**src/rtl/rtc_cal_pkg.sv**
```systemverilog
package rtc_cal_pkg;

  localparam int NF      = 6;
  localparam int IX_SEC  = 0;
  localparam int IX_MIN  = 1;
  localparam int IX_HOUR = 2;
  localparam int IX_DAY  = 3;
  localparam int IX_MON  = 4;
  localparam int IX_YEAR = 5;

  typedef logic [7:0] bcd8_t;

  // Reset value of a field: day and month start at 01, the rest at 00.
  function automatic bcd8_t field_reset(int ix);
    return (ix == IX_DAY || ix == IX_MON) ? 8'h01 : 8'h00;
  endfunction

  function automatic bcd8_t bcd_inc(bcd8_t v);
    if (v[3:0] == 4'd9) return {v[7:4] + 4'd1, 4'd0};
    return {v[7:4], v[3:0] + 4'd1};
  endfunction

  function automatic logic [6:0] bcd_to_bin(bcd8_t v);
    return ({3'b000, v[7:4]} * 7'd10) + {3'b000, v[3:0]};
  endfunction

  function automatic logic is_leap(bcd8_t yr);
    logic [6:0] b;
    b = bcd_to_bin(yr);
    return (b[1:0] == 2'b00);
  endfunction

  function automatic bcd8_t month_last_day(bcd8_t mon, bcd8_t yr);
    case (mon)
      8'h02:                      return is_leap(yr) ? 8'h29 : 8'h28;
      8'h04, 8'h06, 8'h09, 8'h11: return 8'h30;
      default:                    return 8'h31;
    endcase
  endfunction

endpackage

```
**src/rtl/rtc_prescaler.sv**
```systemverilog
module rtc_prescaler #(
  parameter int TICKS_PER_SEC = 32768
) (
  input  logic clk,
  input  logic rst_n,
  input  logic tick_i,
  input  logic run_i,
  input  logic clr_i,
  output logic step_o
);
  localparam int CW = (TICKS_PER_SEC > 2) ? $clog2(TICKS_PER_SEC) : 1;
  localparam logic [CW-1:0] LAST = CW'(TICKS_PER_SEC - 1);

  logic [CW-1:0] cnt_q, cnt_d;
  logic          cnt_en;

  assign cnt_en = tick_i && run_i;
  assign step_o = cnt_en && !clr_i && (cnt_q == LAST);

  always_comb begin
    cnt_d = cnt_q;
    if (clr_i)       cnt_d = '0;
    else if (step_o) cnt_d = '0;
    else if (cnt_en) cnt_d = cnt_q + 1'b1;
  end

  always_ff @(posedge clk or negedge rst_n) begin
    if (!rst_n) cnt_q <= '0;
    else        cnt_q <= cnt_d;
  end

  // the count never passes the last phase of a second
  a_r2_cnt_range: assert property (@(posedge clk) disable iff (!rst_n)
    cnt_q <= LAST);
  // with the run control low and no clear, the phase holds
  a_r3_cnt_hold: assert property (@(posedge clk) disable iff (!rst_n)
    (!run_i && !clr_i) |=> $stable(cnt_q));
  // a clear leaves the phase at zero
  a_r9_cnt_clear: assert property (@(posedge clk) disable iff (!rst_n)
    clr_i |=> (cnt_q == '0));

endmodule

```
**src/rtl/rtc_time_chain.sv**
```systemverilog
module rtc_time_chain
  import rtc_cal_pkg::*;
(
  input  logic                 clk,
  input  logic                 rst_n,
  input  logic                 step_i,
  input  logic [NF-1:0]        ld_mask_i,
  input  bcd8_t                ld_data_i,
  output logic [NF-1:0][7:0]   time_o,
  output logic [NF-1:0][7:0]   next_o,
  output logic                 sec_evt_o,
  output logic                 min_evt_o,
  output logic                 hour_evt_o,
  output logic                 day_evt_o
);
  logic [NF-1:0][7:0] cur;
  logic w_sec, w_min, w_hour, w_day, w_mon;
  logic [3:0] evt_q, evt_d;

  // Carry chain: each wrap needs all lower fields to wrap as well.
  always_comb begin
    w_sec  = (cur[IX_SEC] == 8'h59);
    w_min  = w_sec  && (cur[IX_MIN]  == 8'h59);
    w_hour = w_min  && (cur[IX_HOUR] == 8'h23);
    w_day  = w_hour && (cur[IX_DAY]  == month_last_day(cur[IX_MON], cur[IX_YEAR]));
    w_mon  = w_day  && (cur[IX_MON]  == 8'h12);

    next_o = cur;
    next_o[IX_SEC] = w_sec ? 8'h00 : bcd_inc(cur[IX_SEC]);
    if (w_sec)  next_o[IX_MIN]  = (cur[IX_MIN]  == 8'h59) ? 8'h00 : bcd_inc(cur[IX_MIN]);
    if (w_min)  next_o[IX_HOUR] = (cur[IX_HOUR] == 8'h23) ? 8'h00 : bcd_inc(cur[IX_HOUR]);
    if (w_hour) next_o[IX_DAY]  = w_day ? 8'h01 : bcd_inc(cur[IX_DAY]);
    if (w_day)  next_o[IX_MON]  = w_mon ? 8'h01 : bcd_inc(cur[IX_MON]);
    if (w_mon)  next_o[IX_YEAR] = (cur[IX_YEAR] == 8'h99) ? 8'h00 : bcd_inc(cur[IX_YEAR]);
  end

  for (genvar i = 0; i < NF; i++) begin : g_field
    bcd8_t q, d;
    always_comb begin
      d = q;
      if (ld_mask_i[i])  d = ld_data_i;
      else if (step_i)   d = next_o[i];
    end
    always_ff @(posedge clk or negedge rst_n) begin
      if (!rst_n) q <= field_reset(i);
      else        q <= d;
    end
    assign cur[i] = q;
  end

  always_comb begin
    evt_d = {step_i && w_hour, step_i && w_min, step_i && w_sec, step_i};
  end

  always_ff @(posedge clk or negedge rst_n) begin
    if (!rst_n) evt_q <= '0;
    else        evt_q <= evt_d;
  end

  assign time_o     = cur;
  assign sec_evt_o  = evt_q[0];
  assign min_evt_o  = evt_q[1];
  assign hour_evt_o = evt_q[2];
  assign day_evt_o  = evt_q[3];

  // without a step or a load every field holds
  a_r3_fields_hold: assert property (@(posedge clk) disable iff (!rst_n)
    (!step_i && ld_mask_i == '0) |=> $stable(cur));
  // a minute rollover always coincides with a second event
  a_r4_min_has_sec: assert property (@(posedge clk) disable iff (!rst_n)
    min_evt_o |-> sec_evt_o);
  // seconds read 00 whenever a minute event is out
  a_r4_min_at_zero: assert property (@(posedge clk) disable iff (!rst_n)
    min_evt_o |-> (cur[IX_SEC] == 8'h00));
  // a day event leaves the clock at midnight
  a_r5_day_midnight: assert property (@(posedge clk) disable iff (!rst_n)
    day_evt_o |-> (cur[IX_HOUR] == 8'h00 && cur[IX_MIN] == 8'h00 && hour_evt_o));
  // a seconds load lands the bus value
  a_r9_sec_load: assert property (@(posedge clk) disable iff (!rst_n)
    ld_mask_i[IX_SEC] |=> (cur[IX_SEC] == $past(ld_data_i)));

endmodule

```
**src/rtl/rtc_alarm_unit.sv**
```systemverilog
module rtc_alarm_unit
  import rtc_cal_pkg::*;
(
  input  logic               clk,
  input  logic               rst_n,
  input  logic [NF-1:0]      ld_mask_i,
  input  bcd8_t              ld_data_i,
  input  logic               step_i,
  input  logic [NF-1:0][7:0] next_i,
  input  logic [NF-1:0][7:0] time_i,
  output logic               alarm_o
);
  logic [NF-1:0][7:0] alm;
  logic               hit_d, hit_q;

  for (genvar i = 0; i < NF; i++) begin : g_alm
    bcd8_t q, d;
    always_comb begin
      d = q;
      if (ld_mask_i[i]) d = ld_data_i;
    end
    always_ff @(posedge clk or negedge rst_n) begin
      if (!rst_n) q <= field_reset(i);
      else        q <= d;
    end
    assign alm[i] = q;
  end

  // Only an advance can raise the alarm; loads never do.
  assign hit_d = step_i && (next_i == alm);

  always_ff @(posedge clk or negedge rst_n) begin
    if (!rst_n) hit_q <= 1'b0;
    else        hit_q <= hit_d;
  end

  assign alarm_o = hit_q;

  // the alarm follows an advance of the clock
  a_r10_after_step: assert property (@(posedge clk) disable iff (!rst_n)
    alarm_o |-> $past(step_i));
  // every field of the new time equals the alarm setting
  a_r11_full_match: assert property (@(posedge clk) disable iff (!rst_n)
    alarm_o |-> (time_i == $past(alm)));

endmodule

```
**src/rtl/rtc_bcd_calendar.sv**
```systemverilog
module rtc_bcd_calendar
  import rtc_cal_pkg::*;
#(
  parameter int TICKS_PER_SEC = 32768
) (
  input  logic       clk,
  input  logic       rst_n,
  input  logic       tick_i,
  input  logic       run_i,
  input  logic [5:0] time_ld_i,
  input  logic [5:0] alarm_ld_i,
  input  logic [7:0] wr_data_i,
  output logic [7:0] sec_o,
  output logic [7:0] min_o,
  output logic [7:0] hour_o,
  output logic [7:0] day_o,
  output logic [7:0] month_o,
  output logic [7:0] year_o,
  output logic       sec_evt_o,
  output logic       min_evt_o,
  output logic       hour_evt_o,
  output logic       day_evt_o,
  output logic       alarm_evt_o
);
  logic [1:0]         rs_q;
  logic               rst_n_s;
  logic               step;
  logic               any_ld;
  logic [NF-1:0][7:0] cur, nxt;

  // Reset asserts at once and releases two edges later.
  always_ff @(posedge clk or negedge rst_n) begin
    if (!rst_n) rs_q <= 2'b00;
    else        rs_q <= {rs_q[0], 1'b1};
  end
  assign rst_n_s = rs_q[1];

  assign any_ld = |time_ld_i;

  rtc_prescaler #(.TICKS_PER_SEC(TICKS_PER_SEC)) u_presc (
    .clk    (clk),
    .rst_n  (rst_n_s),
    .tick_i (tick_i),
    .run_i  (run_i),
    .clr_i  (any_ld),
    .step_o (step)
  );

  rtc_time_chain u_chain (
    .clk        (clk),
    .rst_n      (rst_n_s),
    .step_i     (step),
    .ld_mask_i  (time_ld_i),
    .ld_data_i  (wr_data_i),
    .time_o     (cur),
    .next_o     (nxt),
    .sec_evt_o  (sec_evt_o),
    .min_evt_o  (min_evt_o),
    .hour_evt_o (hour_evt_o),
    .day_evt_o  (day_evt_o)
  );

  rtc_alarm_unit u_alarm (
    .clk       (clk),
    .rst_n     (rst_n_s),
    .ld_mask_i (alarm_ld_i),
    .ld_data_i (wr_data_i),
    .step_i    (step),
    .next_i    (nxt),
    .time_i    (cur),
    .alarm_o   (alarm_evt_o)
  );

  assign sec_o   = cur[IX_SEC];
  assign min_o   = cur[IX_MIN];
  assign hour_o  = cur[IX_HOUR];
  assign day_o   = cur[IX_DAY];
  assign month_o = cur[IX_MON];
  assign year_o  = cur[IX_YEAR];

  // a second event needs a running tick on the edge before
  a_r2_sec_evt_cause: assert property (@(posedge clk) disable iff (!rst_n_s)
    sec_evt_o |-> $past(tick_i && run_i && !any_ld));
  // a load cycle never yields a second event
  a_r9_load_no_step: assert property (@(posedge clk) disable iff (!rst_n_s)
    any_ld |=> !sec_evt_o);

endmodule

```
**config.mk**
```make
export PLATFORM = sky130hd
export DESIGN_NAME = rtc_bcd_calendar
export DESIGN_NICKNAME = d
export VERILOG_FILES = /design/src/rtl/rtc_cal_pkg.sv /design/src/rtl/rtc_prescaler.sv /design/src/rtl/rtc_time_chain.sv /design/src/rtl/rtc_alarm_unit.sv /design/src/rtl/rtc_bcd_calendar.sv
export SDC_FILE = /design/constraint.sdc
export NUM_CORES = 1
export LEC_CHECK = 0
export BUFFER_PORTS_ARGS = -buffer_cell sky130_fd_sc_hd__buf_2
export CAP_MARGIN = 15
export CORE_ASPECT_RATIO = 1.75
export CORE_UTILIZATION = 42
export DETAILED_ROUTE_END_ITERATION = 8
export PLACE_DENSITY = 0.62
export REMOVE_ABC_BUFFERS = 1
export SETUP_SLACK_MARGIN = 0.1
export SKIP_CTS_REPAIR_TIMING = 1
export SLEW_MARGIN = 20
export SYNTH_ARGS = -nofsm -noshare
export SYNTH_HDL_FRONTEND = slang
export SYNTH_HIERARCHICAL = 1
export SYNTH_SLANG_ARGS = --single-unit
```
**constraint.sdc**
```tcl
create_clock -name clk -period 9.65 [get_ports clk]
set_input_delay 0.965 -clock clk [delete_from_list [all_inputs] [get_ports clk]]
set_output_delay 0.965 -clock clk [all_outputs]
set_load 0.01 [all_outputs]
```
== Word-level counts from Yosys, hierarchy flattened ==
Index checks and enable logic that the tools add are counted.
Storage, ports and cells
  output and inout port bits: 53
  bits of input ports: 24
  flip-flop bits (word level): 118
Operators by class
  muxes and demuxes: 51
  $mul: 1
  reductions and logical operators: 22
  add/sub/neg operators: 14
  equality and inequality tests: 19
Operators by type and width (number)
  $mux 8: 35
  $add 4x1->4 const B: 12
  $eq 48x48->1: 1
  $mux 15: 3
  $eq 4x4->1 const B: 6
  $eq 8x3->1 const B: 2
  $eq 8x5->1 const B: 2
  $eq 8x7->1 const B: 2
  $pmux 8 s2: 1
  $add 15x1->15 const B: 1
  $eq 15x15->1 const B: 1
  $mux 1: 12
  $reduce_bool 2->1: 6
  $logic_and 1x1->1: 11
  $eq 8x2->1 const B: 1
  $eq 8x4->1 const B: 1
  $eq 8x6->1 const B: 1
  $eq 8x8->1: 1
  $eq 8x8->1 const B: 1
  $reduce_or 6->1: 1
  $mul 4x3->1 const B: 1
  $reduce_or 4->1: 1
  $reduce_bool 3->1: 1
  $add 2x2->2: 1
  2 further kinds: 2

== Logic depth before layout (Yosys ltp) ==
Gate-level depths: netlist of run 1.
  depth after elaboration: 14
  depth in mapped cells: 16

== Modules after synthesis ==
The synthesis of run 1 kept the hierarchy.
Modules (own cells, without submodules)
  rtc_time_chain: area an instance 4369.2 sq um, cells each 538, instances 1
  rtc_alarm_unit: area an instance 2328.5 sq um, cells each 181, instances 1
  rtc_prescaler: area an instance 872.1 sq um, cells each 93, instances 1
  rtc_bcd_calendar: area an instance 67.6 sq um, cells each 6, instances 1

== Worst setup path before layout of run 1 ==
Ideal clock, no wire load.
  path type: register to register
  from: reg u_chain.g_field[4].q[4]
  to: reg u_alarm.hit_q (netlist: u_alarm/alarm_o)
  required time: 9.554 ns
  clock period less this slack: 3.394 ns
  arrival time: 3.298 ns
  stages on the path, launching flop included: 14
  path slack: 6.256 ns
  buffers on the path: 1
  cells stage by stage: dfrtp_1 -> inv_1 -> ha_1 -> or3b_4 -> o32ai_1 -> nand3_1 -> a2111oi_4 -> buf_6 -> nand3_2 -> mux2_4 -> xor2_1 -> nor4_1 -> nand4_1 -> nor4_2
RTL lines
  from (decl): line rtc_time_chain.sv:38  | bcd8_t q, d;
  from (signal assigned): line rtc_time_chain.sv:45  | if (!rst_n) q <= field_reset(i);
  to (signal assigned): line rtc_alarm_unit.sv:34  | else hit_q <= hit_d;
  to (decl): line rtc_alarm_unit.sv:14  | logic hit_d, hit_q;

==> results of run 1 <==
Yosys cell counts, types with 3 or more instances:
master | instances | area share [%]
clkbuf_1 | 20 | 0.98
buf_6 | 4 | 0.59
dfrtp_1 | 114 | 37
or3_1 | 6 | 0.49
o21ai_1 | 6 | 0.39
o22ai_1 | 4 | 0.33
and2_1 | 7 | 0.57
and3b_1 | 4 | 0.46
o21ai_0 | 63 | 4.1
xor2_1 | 39 | 4.5
nand2b_1 | 3 | 0.25
or4_1 | 4 | 0.39
nor3_1 | 12 | 0.79
nand2_1 | 90 | 4.4
a21oi_1 | 21 | 1.4
and3_1 | 5 | 0.41
o211ai_1 | 3 | 0.29
inv_1 | 33 | 1.6
o221ai_1 | 3 | 0.34
buf_2 | 7 | 0.46
a22o_1 | 4 | 0.46
mux2_2 | 47 | 6.9
buf_1 | 7 | 0.34
ha_1 | 19 | 3.1
nand4_1 | 15 | 1.2
a211oi_1 | 3 | 0.29
nand3_1 | 25 | 1.6
a311oi_1 | 3 | 0.34
nor2b_1 | 8 | 0.66
nand3b_1 | 3 | 0.29
nor2_1 | 57 | 2.8
dfstp_2 | 4 | 1.4
o2111ai_1 | 4 | 0.46
a31oi_1 | 15 | 1.2
mux2i_1 | 20 | 2.6
a2bb2oi_1 | 5 | 0.57
and4_1 | 3 | 0.34
nor4_1 | 20 | 1.6
xnor2_1 | 30 | 3.4
o31ai_1 | 12 | 1.2
area by class of cell:
class                   count  area (um^2)
inverters                  34          128
fillers                  1722         8910
flip-flops and latches    118         2960
well taps                 231          289
clock buffers              20          447
repair buffers             81          418
multi-input cells         624         4330
clock inverters            12          130
power groups by stage:
stage	sequential, mW	clock (mW)	combinational [mW]
detailed placement	0.600	0	0.229
CTS	0.592	0.630	0.231
global route	0.601	0.656	0.251
finish	0.592	0.621	0.231
floorplan	0.596	0	0.134
global placement	0.599	0	0.227
per-stage QoR:
| stage | setup slack [ps] | total power [mW] | hold slack [ps] |
|---|---|---|---|
| 2_1_floorplan | 5360 | 0.731 | 331 |
| 3_3_place_gp | 5110 | 0.826 | 343 |
| 3_5_place_dp | 5060 | 0.830 | 336 |
| 4_1_cts | 5260 | 1.45 | 309 |
| 5_1_grt | 4960 | 1.51 | 308 |
| 6_report | 5170 | 1.44 | 324 |
worst max-delay path: cells and delay by family, from the launching register on:
kind | cells | cell delay [ps]
AO/OA/AOI/OAI | 2 | 1000
XOR/XNOR | 1 | 200
adder cells (fa/ha/maj) | 1 | 200
buffers and inverters | 1 | 150
flip-flops | 1 | 450
multiplexers | 1 | 330
AND/OR/NAND/NOR | 6 | 2040
routing by layer:
metal	vias to the layer above	GRT usage [%]	share of wire (%)
met5	-	0	0
met3	59	3.69	4.2
met4	0	15.1	5.3
li1	3076	-	-
met2	213	44.7	53
met1	3239	27.2	38
cells by family (layout without fill, tap and decap cells):
group | count (synthesis) | count (layout) | synth area share [%]
muxes | 68 | 68 | 9.75
AOI/OAI and AO/OA | 176 | 176 | 15.4
and+or+nand+nor | 291 | 291 | 20.5
xor gates and xnor gates | 69 | 69 | 7.91
other | 1 | 1 | 0.0491
DFF | 118 | 118 | 38.7
buffers and inverters | 76 | 147 | 4.55
adders and majority gates | 19 | 19 | 3.11
flip-flops by register name, indices dropped and copies added, names as in the netlist:
| signal | count |
|---|---|
| u_alarm/g_alm.q | 48 |
| u_chain/g_field.q | 48 |
| u_presc/cnt_q | 15 |
| u_chain/evt_q | 4 |
| rs_q | 2 |
| u_alarm/alarm_o | 1 |
worst max-delay path by stage:
stage / from / to / depth (start not counted)
2_1_floorplan: time_ld_i[1] / u_chain/g_field[5].q[2] / 9
3_3_place_gp: time_ld_i[0] / u_chain/g_field[5].q[2] / 12
3_5_place_dp: time_ld_i[1] / u_chain/g_field[5].q[2] / 12
4_1_cts: u_chain/g_field[4].q[4] / u_alarm/alarm_o / 12
5_1_grt: u_chain/g_field[4].q[4] / u_alarm/alarm_o / 12
6_report: u_chain/g_field[4].q[5] / u_alarm/alarm_o / 12
==> impl_metrics.toml, run 1 <==
[final_layout]
layout_common_cells = "dfrtp_1, nand2_1, buf_2"
antenna_cells = 0
final_cell_area_um2 = 8710
final_nets = 919
stdcell_count = 1120
drive_gt1_share_pct = 21.7
final_common_cell = "dfrtp_1"
final_util_pct = 49.4
syn2layout_area_growth_pct = 14.0

[setup_path]
crit_type = "reg -> reg"
r2r_end = "u_alarm/alarm_o"
arrival_ps = 4800
r2r_slack_ps = 5170
start_kind = "register"
worst_r2r_path_depth = 12
cp.required_ps = 9970
slowest_delay_ps = 820
crit_slowest_cell = "a2111oi_4"
worstPathMaxFanout = 11
r2r-start = "u_chain/g_field[4].q[5]"
path_cells = "inv_1 -> ha_1 -> or3b_4 -> o32ai_1 -> nand3_1 -> a2111oi_4 -> nand3_2 -> mux2_4 -> xor2_1 -> nor4_1 -> nand4_1 -> nor4_2"
crit_path_end_kind = "register"

[yosys]
yosysSeqAreaShare_pct = 38.7
synthesis.area_um2 = 7640
ys_types = 95
ys_warn_count = 6
synth-seq-cells = 118
syn-mean-instance-area_um2 = 9.34
ys.flop_type = "dfrtp_1"
synth_cells = 818
synth_edf_count = 0
ys_async_sr_fraction_pct = 100

[power]
leakagePower_nw = 3.55
p_clk_share_pct = 43.0
power_density_nw_per_um2 = 166
switching_share_pct = 29.5
ir_drop_uv = 101
p_sw_mw = 0.426
p_seq_share_pct = 41.0
power_frac_comb_pct = 16.0
p_int_mw = 1.02

[detailed_routing]
wirelength_mm = 22.6
ant_nets = 0
drc = 0
dr_total_vias = 6587
drt_iter0_markers = 417
via_per_inst = 5.88
avgRoutedWirePerCell_um = 20.2
dr.pass1.iters = 5

[timing]
finalClockSkew_ps = 8.53
worstMarginPinSlew_ps = 876
tns_ps = 0
finalWorstPathRequiredPeriod_ps = 4480
worst_slew_margin_rel_pct = 41.4
finalCritPeriodShare_pct = 46.5
max_clock_freq_mhz = 223
finalHoldViolCount = 0
setup_violations = 0
finalMaxSlewViolations = 0
rsz0062_at_grt = "false"

[placed_design]
hpwl_mm = 16.6
post_dp_cell_area_um2 = 8130
portBuffers = 76
dp.cells = 1088
gp_congestion = 0.946

[clock_tree]
htreeDepth = 4
cts_tree = "built"
cts_made_buffers = 17
cts_max_path_buffers = 2
cts_root_buf = "clkbuf_16"
clkSlewWorstSetupHoldPaths_ps = 60
insertion_delay_ps = 420
cts_num_sinks = 118

[global_route]
grt_pass1_wl_mm = 36.0
grt_max_degree = 66
grt_pass1_vias = 6431
antenna_found_initial = 0
grt_overflow_total = 0
grt_usage_pct = 24.8

[job]
cap_violations = 0

[run_status]
status = "complete, no violations"

[min_path]
hold_path.class = "in -> async"

[die]
fp-row-count = 64
start_util_pct = 43.4
die_area_um2 = 18700
die_height_um = 180
ioPinCount = 77
core_um2 = 17600
die_w_um = 104
(Power assumes the default switching activity.)
==> inputs of run 2 (changes only) <==
Settings changed: PLACE_DENSITY 0.62 to 0.64.
Clock period 9.65 ns to 3.7 ns, I/O delays scaled along.
==> run 2 against run 1 <==
Non-clock buffer count rose by 46. Die area did not move. Sequential cell count did not move. Critical path type unchanged. Critical endpoint unchanged. Design area rose by 4.9%.
==> impl_metrics.toml, run 2 (synthesis gave the netlist of run 1 again) <==
[run_status]
status = "complete, no violations"

[die]
core_um2 = 17600
die_height_um = 180
start_util_pct = 43.4
die_w_um = 104
die_area_um2 = 18700
ioPinCount = 77
fp-row-count = 64

[final_layout]
fillers = 1658
syn2layout_area_growth_pct = 19.6
multi_input_area_um2 = 4420
antenna_cells = 0
drive_gt1_share_pct = 26.8
final_common_cell = "dfrtp_1"
layout_common_cells = "dfrtp_1, nand2_1, buf_2"
final_nets = 965
top_regs = "u_alarm/g_alm.q x48, u_chain/g_field.q x48, u_presc/cnt_q x15"
stdcell_count = 1166
register_area_um2 = 2960

[timing]
rsz0062_at_grt = "false"
setup_violations = 0
tns_ps = 0
finalClockSkew_ps = 14.8
worstMarginPinSlew_ps = 781
worst_slew_margin_rel_pct = 47.9
finalWorstPathRequiredPeriod_ps = 3440
finalHoldViolCount = 0
finalCritPeriodShare_pct = 93.1
max_clock_freq_mhz = 290
finalMaxSlewViolations = 0

[global_route]
grt_overflow_total = 0
grt_max_degree = 62
grt_usage_pct = 26.5
grt_pass1_vias = 6777
grt_pass1_wl_mm = 37.7
antenna_found_initial = 0

[placed_design]
portBuffers = 76
dp.cells = 1126
gp_congestion = 0.921
hpwl_mm = 17.6

[clock_tree]
cts_max_path_buffers = 2
cts_made_buffers = 17
insertion_delay_ps = 430
cts_root_buf = "clkbuf_16"
clkSlewWorstSetupHoldPaths_ps = 60
htreeDepth = 4
cts_num_sinks = 118
cts_tree = "built"

[power]
power_density_nw_per_um2 = 416
leakagePower_nw = 3.79
ir_drop_uv = 278

[setup_path]
start_kind = "register"
worstPathMaxFanout = 6
cp.required_ps = 4030
crit_slowest_cell = "or3b_4"
path_cells = "inv_2 -> ha_4 -> or3b_4 -> nor4b_4 -> o21ai_4 -> a2111oi_4 -> buf_6 -> and2_2 -> mux2i_1 -> xor2_1 -> nor4_1 -> nand4_1 -> nor4_2"
crit_type = "reg -> reg"
arrival_ps = 3780
slowest_delay_ps = 430
r2r_slack_ps = 260
worstSetupStartpoint = "u_chain/g_field[4].q[5]"
r2r-start = "u_chain/g_field[4].q[5]"
r2r_end = "u_alarm/alarm_o"
worst_r2r_path_depth = 13
crit_path_end_kind = "register"

[detailed_routing]
wl_met2_mm = 12.6
dr.pass1.iters = 5
wirelength_mm = 24.3
avgRoutedWirePerCell_um = 20.9
wl_met3_mm = 1.06
top_layer_used = "met4"
m1WireLength_mm = 8.92
drc = 0
ant_nets = 0
drt_iter0_markers = 374
dr_total_vias = 6845
via_per_inst = 5.87

[job]
cap_violations = 0

[min_path]
hold_path.class = "in -> async"
## run 2: metrics by stage
step / hold slack [ps] / instance area, um^2 / utilization [%] / worst slack [ps] / power [mW]
final: 245 / 9130 / 51.8 / 255 / 3.80
after global placement: 155 / 8430 / 47.8 / 129 / 2.19
after global routing: 231 / 9130 / 51.8 / 124 / 3.95
after floorplan: 74.4 / 7420 / - / 5.89 / 1.91
after CTS: -304 / 8980 / 51.0 / 23.0 / 3.79
after detailed placement: 159 / 8430 / 47.8 / 50.1 / 2.20
## run 2: area by class of cell
| type | instances | area share [%] |
|---|---|---|
| multi-input cells | 624 | 48.4 |
| flip-flops and latches | 118 | 32.4 |
| repair buffers | 127 | 8.53 |
| clock buffers | 18 | 4.70 |
| well taps | 231 | 3.16 |
| clock inverters | 14 | 1.41 |
| inverters | 34 | 1.40 |
## run 2: how the worst max path moves through the flow
stage | endpoint | depth (start not counted)
after floorplan | u_chain/g_field[5].q[2] | 9
after global placement | u_alarm/alarm_o | 13
after detailed placement | u_alarm/alarm_o | 13
after CTS | u_alarm/alarm_o | 13
after global routing | u_alarm/alarm_o | 14
final | u_alarm/alarm_o | 13
## run 2: where the power goes
group	leakage [nW]	internal, mW	switching (mW)
registers	1.43	1.39	0.115
clock network	0.267	0.927	0.659
logic	2.09	0.291	0.410
## run 2: layer usage
layer	GRT usage (%)	vias to the layer above
li1	-	3165
met1	27.2	3355
met2	47.3	244
met3	4.99	81
met4	19.7	0
met5	0	-
## run 2: critical path: cells and delay by family (launching register included)
kind | cells | cell delay [ps]
AND/OR/NAND/NOR | 6 | 1800
AO/OA/AOI/OAI | 2 | 460
flip-flops | 1 | 380
buffers and inverters | 2 | 280
XOR/XNOR | 1 | 200
adder cells (fa/ha/maj) | 1 | 150
multiplexers | 1 | 80
==> inputs of run 3 (changes only) <==
Settings changed: SYNTH_HIERARCHICAL 1 to not set.
==> run 3 against run 2 <==
Combinational power rose by 12%. Via count rose by 7.9%. Sequential cell count did not move. Global-route usage rose by 0.99 points. Clock-buffer cell count did not move. Non-clock buffer count rose by 18. Worst hold slack improved by 5.5 ps.
==> impl_metrics.toml, run 3 <==
[die]
ioPinCount = 77
start_util_pct = 42.8
fp-row-count = 65
die_area_um2 = 19000
die_height_um = 181
die_w_um = 105
core_um2 = 18100

[placed_design]
hpwl_mm = 18.7
portBuffers = 76
gp_congestion = 0.931
dp.cells = 1186

[final_layout]
final_common_cell = "dfrtp_1"
antenna_cells = 0
stdcell_count = 1224
drive_gt1_share_pct = 26.6
layout_common_cells = "dfrtp_1, nand2_1, buf_2"
final_nets = 1024
syn2layout_area_growth_pct = 22.8
top_regs = "u_alarm.g_alm.q x48, u_chain.g_field.q x48, u_presc.cnt_q x15"

[setup_path]
r2r_slack_ps = 80
crit_path_end_kind = "register"
cp.required_ps = 4030
crit_type = "reg -> reg"
arrival_ps = 3950
worstPathMaxFanout = 3
start_kind = "register"

[detailed_routing]
drc = 0
ant_nets = 0
dr_total_vias = 7385
dr.pass1.iters = 5
avgRoutedWirePerCell_um = 21.1
via_per_inst = 6.03
wirelength_mm = 25.8
drt_iter0_markers = 394

[power]
p_seq_share_pct = 38.0
p_sw_mw = 1.26
switching_share_pct = 31.2
p_clk_share_pct = 42.5
ir_drop_uv = 316
leakagePower_nw = 4.10
power_density_nw_per_um2 = 424
power_frac_comb_pct = 19.5
p_int_mw = 2.77

[timing]
worstMarginPinSlew_ps = 929
finalMaxSlewViolations = 0
rsz0062_at_grt = "true"
max_clock_freq_mhz = 276
finalClockSkew_ps = 12.0
tns_ps = 0
finalWorstPathRequiredPeriod_ps = 3620
setup_violations = 0
worst_slew_margin_rel_pct = 37.6
finalHoldViolCount = 0
finalCritPeriodShare_pct = 97.9

[clock_tree]
clkSlewWorstSetupHoldPaths_ps = 60
insertion_delay_ps = 430
htreeDepth = 4
cts_root_buf = "clkbuf_16"
cts_num_sinks = 118
cts_max_path_buffers = 2
cts_tree = "built"
cts_made_buffers = 17

[yosys]
syn-mean-instance-area_um2 = 8.98
synth_common_cells = "dfrtp_1, nand2_1, o21ai_0, nor2_1"
yosysSeqAreaShare_pct = 38.3
synth_top_area_share_pct = 36.9
yosysMostFrequentCell = "dfrtp_1"
ys_types = 75
ys_warn_count = 0
synth_cells = 861
synthTopCellsByArea = "dfrtp_1, mux2_2, o21ai_0"
synthesis.area_um2 = 7730
synth-seq-cells = 118
ys_async_sr_fraction_pct = 100
synth_edf_count = 0
ys.flop_type = "dfrtp_1"
synth_top_area_cell = "dfrtp_1"

[min_path]
hold_path.class = "in -> async"

[global_route]
grt_pass1_vias = 7205
grt_max_degree = 60
grt_overflow_total = 0
grt_usage_pct = 27.5
grt_pass1_wl_mm = 39.8
antenna_found_initial = 0

[run_status]
status = "complete, no violations"

[job]
cap_violations = 0
## run 3: final timing paths
| kind | end | startpoint | cells after the start |
|---|---|---|---|
| worst max-delay path | u_alarm.alarm_o | u_chain.g_field[2].q[4] | 11 |
| worst min-delay path | rs_q[0] | rst_n | 2 |
| worst max register to register | u_alarm.alarm_o | u_chain.g_field[2].q[4] | 11 |
| worst min register to register | rs_q[1] | rs_q[0] | 0 |
| max in group asynchronous | u_alarm.g_alm[2].q[4] | rs_q[1] | 1 |
| min in group clk | u_chain.g_field[0].q[0] | time_ld_i[0] | 2 |
## run 3: kinds of logic (layout without fill, tap and decap cells)
kind of cell	after synthesis	count (layout)	synth area share (%)
AOI/OAI and AO/OA	225	225	18.9
adders and majority gates	23	23	3.72
other	1	1	0.0485
muxes	55	55	7.85
buffers and inverters	76	205	3.92
DFF	118	118	38.3
xor gates and xnor gates	56	56	6.34
and+or+nand+nor	307	307	21.0
## run 3: stage by stage
stage / util [%] / power [mW] / setup WS (ps) / area (um^2) / hold slack (ps)
2_1_floorplan: - / 1.97 / -401 / 7530 / 74.4
3_3_place_gp: 48.2 / 2.29 / -16.4 / 8700 / 157
3_5_place_dp: 48.2 / 2.29 / -78.3 / 8700 / 156
4_1_cts: 51.5 / 4.01 / -114 / 9300 / -290
5_1_grt: 52.6 / 4.19 / -28.1 / 9500 / 264
6_report: 52.6 / 4.03 / 78.9 / 9500 / 251
## run 3: area by class of cell
class,instances,area [um^2]
clock buffers,18,439
clock inverters,14,161
fillers,1693,8560
repair buffers,145,921
well taps,234,293
flip-flops and latches,118,2960
inverters,28,105
multi-input cells,667,4610
## run 3: power groups by stage
stage | clock, mW | combinational (mW) | sequential (mW)
3_5_place_dp | 0 | 0.744 | 1.55
5_1_grt | 1.79 | 0.849 | 1.55
6_report | 1.71 | 0.784 | 1.53
4_1_cts | 1.73 | 0.751 | 1.53
3_3_place_gp | 0 | 0.740 | 1.55
2_1_floorplan | 0 | 0.390 | 1.58
## run 3: worst max-delay path, stage by stage (launching register included)
cell     delay (ps)
dfrtp_1         380
inv_1            60
ha_2            160
or4b_4          500
or2_4           290
a211o_1         260
a21o_1          180
or3_1           290
and3_1          170
or4_4           500
or4_4           580
nor4_4          140
## run 3: per-layer routing
metal | up-vias | share of wire, % | track usage (%)
met1 | 3582 | 37 | 29.5
met3 | 100 | 4.9 | 4.67
met4 | 0 | 6.8 | 19.0
met5 | - | 0 | 0
li1 | 3412 | - | -
met2 | 291 | 51 | 48.7
